## src/rtl/pc_pwm.sv

```systemverilog
module pc_pwm #(
  parameter int W = 8
) (
  input  logic         clk,
  input  logic         rst_n,
  input  logic         tick,
  input  logic [2:0]   wave_mode,
  input  logic [W-1:0] cmp_a,
  input  logic [W-1:0] cmp_b,
  input  logic [1:0]   out_mode_a,
  input  logic [1:0]   out_mode_b,
  output logic [W-1:0] count,
  output logic         dir_down,
  output logic         pwm_a,
  output logic         pwm_b
);
  localparam logic [W-1:0] FULL     = '1;
  localparam logic [W-1:0] ONE      = W'(1);
  localparam logic [2:0]   MODE_FIX = 3'd1;
  localparam logic [2:0]   MODE_VAR = 3'd5;

  logic [W-1:0] buf_a, buf_b, top, cnt_n, buf_a_n, buf_b_n, top_n;
  logic         run, at_top, at_bot, load, dir_n;

  assign run    = (wave_mode == MODE_FIX) || (wave_mode == MODE_VAR);
  assign top    = (wave_mode == MODE_VAR) ? buf_a : FULL;
  assign at_top = !dir_down && (count >= top);
  assign at_bot = dir_down && (count == '0);
  assign load   = !run || (tick && at_top);

  assign buf_a_n = load ? cmp_a : buf_a;
  assign buf_b_n = load ? cmp_b : buf_b;
  assign top_n   = (wave_mode == MODE_VAR) ? buf_a_n : FULL;

  always_comb begin
    cnt_n = count;
    dir_n = dir_down;
    if (run && tick) begin
      if (top == '0) begin
        cnt_n = '0;
        dir_n = 1'b0;
      end else if (at_top) begin
        cnt_n = count - ONE;
        dir_n = 1'b1;
      end else if (at_bot) begin
        cnt_n = ONE;
        dir_n = 1'b0;
      end else begin
        cnt_n = dir_down ? count - ONE : count + ONE;
      end
    end
  end

  function automatic logic pin_level(input logic [W-1:0] c, input logic d,
                                     input logic [W-1:0] r, input logic [W-1:0] t,
                                     input logic [1:0] om);
    logic act;
    if (r == '0)      act = 1'b0;
    else if (r >= t)  act = 1'b1;
    else if (d)       act = (c <= r);
    else              act = (c < r);
    return om[1] & (act ^ om[0]);
  endfunction

  always_ff @(posedge clk) begin
    if (!rst_n) begin
      count    <= '0;
      dir_down <= 1'b0;
      buf_a    <= '0;
      buf_b    <= '0;
      pwm_a    <= 1'b0;
      pwm_b    <= 1'b0;
    end else begin
      count    <= cnt_n;
      dir_down <= dir_n;
      buf_a    <= buf_a_n;
      buf_b    <= buf_b_n;
      pwm_a    <= pin_level(cnt_n, dir_n, buf_a_n, top_n, out_mode_a);
      pwm_b    <= pin_level(cnt_n, dir_n, buf_b_n, top_n, out_mode_b);
    end
  end
endmodule

```

## config.mk

```make
export PLATFORM = sky130hd
export DESIGN_NAME = pc_pwm
export DESIGN_NICKNAME = d
export VERILOG_FILES = /design/src/rtl/pc_pwm.sv
export SDC_FILE = /design/constraint.sdc
export NUM_CORES = 1
export LEC_CHECK = 0
export BUFFER_PORTS_ARGS = -buffer_cell sky130_fd_sc_hd__clkbuf_2
export CORE_MARGIN = 5
export CORE_UTILIZATION = 40
export DETAILED_ROUTE_END_ITERATION = 12
export GPL_ROUTABILITY_DRIVEN = 0
export HOLD_SLACK_MARGIN = 0.06
export PLACE_DENSITY = 0.67
export SYNTH_ARGS = -nofsm -noshare
export SYNTH_HDL_FRONTEND = slang
export SYNTH_SLANG_ARGS = --single-unit
```

## constraint.sdc

```tcl
create_clock -name clk -period 7.5 [get_ports clk]
set_input_delay 1.5 -clock clk [delete_from_list [all_inputs] [get_ports clk]]
set_output_delay 1.5 -clock clk [all_outputs]
set_load 0.005 [all_outputs]
```

==> impl_metrics.ini <==
[run_status]
outcome = completed

[layout]
fillerInstances = 630
postLayoutCoreUtil_pct = 45.1
synthToLayoutAreaGrowth_pct = 10.2
diodes = 0
drive_gt1_share_pct = 17.6
nNetsFinal = 398

[routing]
wl_per_cell_um = 16.3
drt-pass1-iter-count = 4
drt_wl_total_mm = 6.78
drc_errors = 0
drtIter0Drc = 152
viasPerCell = 5.71
via_count = 2379
ant_nets = 0

[synth]
synth.avg_cell_area_um2 = 8.35
synthFlopType = dfxtp_1
synth_top_area_share_pct = 20.8
ys_seq_area_share_pct = 20.8
netlist_top_cells_area = dfxtp_1, ha_1, nor2b_1
yosysTopAreaCell = dfxtp_1
synth_commonest_cells = ha_1, dfxtp_1, nor2b_1
ys.warnings.count = 0
syn-cell-area_mm2 = 0.00260
async_flop_share_pct = 0
yosysMostFrequentCell = ha_1
synth-edff-count = 0
syn_nets = 368
syn_inst = 311
ys_ff_latch = 27
synth_cell_types = 64

[clock_network]
clkSinkCount = 27
ctsResizeCount = 0
root_buffer = clkbuf_8
path_clk_slew_ns = 0.10
cts_buffers = 3
holdBufCountCts = 0
cts_tree = built
clockBufferDepth = 2
clkLatencyLatePin_ns = 0.28
cts_max_level = 1
cts_setup_buffers = 0

[job]
cap_violations = 0

[floorplanning]
design.core.area_mm2 = 0.00635
start_util_pct = 40.9
io_pins = 37
die_area_mm2 = 0.00821
fp-row-count = 29
dieWidth_um = 90.6
die_y_um = 90.6

[sta]
fmax_mhz = 152
rsz0062_at_grt = no
finalSetupTns_ns = 0
skew_ns = 0.00154
setup_viol = 0
drv_slew = 0
period_minus_slack_ns = 6.58
setup_ws_ns = 0.922
fin_crit_sh_pct = 87.7
relSlewSlack_pct = 37.0
hold_violations = 0
worst_slew_pin_slew_ns = 0.938

[hold_path]
hold_path.class = reg2reg

[critical_path]
required_ns = 7.67
cp_max_fo = 15
crit_arrival_ns = 6.74
path_class = in2reg
worst_setup_path_start_kind = input pin
cpMaxStageDelayCell = nor2b_1
critPathMaxStageDelay_ns = 0.55
endpoint_kind = flip-flop
crit_top_cell = o21ai_0
path_cells = clkbuf_2 -> nor2b_1 -> nand2_1 -> or2_2 -> ha_1 -> nand2b_4 -> a2111oi_4 -> o21a_4 -> nor2_1 -> o21ai_0 -> a21oi_1 -> o21ai_0 -> o21ai_0 -> ha_1 -> and4_1 -> and2_1 -> and3_1 -> a31oi_1 -> a2111oi_0 -> or4_1

[pwr]
p_per_area_mw_per_mm2 = 111
ir_worst_vdd_mv = 0.0684
p_leak_nw = 1.31

[placement]
dp_slack_ns = 0.730
dp_hpwl_mm = 5.45
io_buffers = 36

[global_route]
grt.total_usage_pct = 16.6
grt_max_degree = 29
grt-ovfl-total = 0
antenna_found_initial = 0
first_global_vias = 2355
grt_pass1_wl_mm = 11.5
[cell type report]
class,count,area (um^2),share of cell area [%]
clock buffer,3,41.3,1.44
clock inverter,1,7.51,0.262
inverter,13,48.8,1.70
multi-input combinational,260,1950,68.1
sequential,27,541,18.9
tap,77,96.3,3.37
timing repair buffer,36,180,6.29
[final timing paths]
path / startpoint / end / slack [ns] / depth (start not counted)
max: wave_mode[0] / pwm_b$_SDFF_PN0_ / 0.92 / 20
max reg2reg: buf_a[7]$_SDFF_PN0_ / pwm_b$_SDFF_PN0_ / 3.00 / 17
min: buf_b[4]$_SDFF_PN0_ / buf_b[4]$_SDFF_PN0_ / 0.57 / 2
min reg2reg: buf_b[4]$_SDFF_PN0_ / buf_b[4]$_SDFF_PN0_ / 0.57 / 2
[placed cells by master (no fill, tap or decap), types with 5 or more instances in the layout]
cell type and instances:
o31ai_1 8, dfxtp_1 27, nand3_1 8, and3_1 5, mux2i_1 7, nand2_1 15
o211ai_1 10, clkbuf_2 36, a21oi_1 13, inv_1 13, nor2_1 17, o21ai_0 19
ha_1 31, xnor2_1 6, and2_1 20, nand4_1 6, nor2b_1 27
[registers in the layout (all words and copies together) (netlist names)]
register	count
buf_a	8
count	8
pwm_a	1
pwm_b	1
buf_b	8
dir_down	1
[worst max-delay path, delay by kind of cell]
kind | cells | cell delay [ns]
adders and majority gates | 2 | 0.64
and+or+nand+nor | 9 | 2.73
buffers and inverters | 1 | 0.11
AOI/OAI and AO/OA | 8 | 1.77
[where the power goes]
part	switching [W]	internal, W
Sequential	0.00000445	0.000150
Combinational	0.0000419	0.0000334
Clock	0.0000496	0.0000378
[cell families after synthesis]
group | synth area share (%)
buffers and inverters | 4.19
AOI/OAI and AO/OA | 23.1
muxes | 4.09
xor gates and xnor gates | 3.03
DFF | 20.8
and+or+nand+nor | 29.4
adders and majority gates | 15.4
[through the flow]
| stage | area, um^2 | std cells | power, W | hold WS, ns |
|---|---|---|---|---|
| 5_1_grt | 2860 | 417 | 0.000338 | 0.609 |
| 6_report | 2860 | 417 | 0.000317 | 0.568 |
| 3_5_place_dp | 2810 | 413 | 0.000232 | 0.547 |
| 2_1_floorplan | 2600 | 311 | 0.000210 | 0.503 |
| 4_1_cts | 2860 | 417 | 0.000319 | 0.575 |
| 3_3_place_gp | 2810 | 413 | 0.000230 | 0.531 |
[metal layers]
metal  vias up  GRT usage, %  part of all wire, %  routed length (um)
li1       1204             -                    -                   -
met1      1099          22.7                   48                3260
met2        66          27.7                   47                3160
met3        10          2.08                  4.0                 273
met4         0          3.72                  1.3                  91
met5         -             0                    0                   0
No activity file was read; power rests on OpenSTA's default activity.
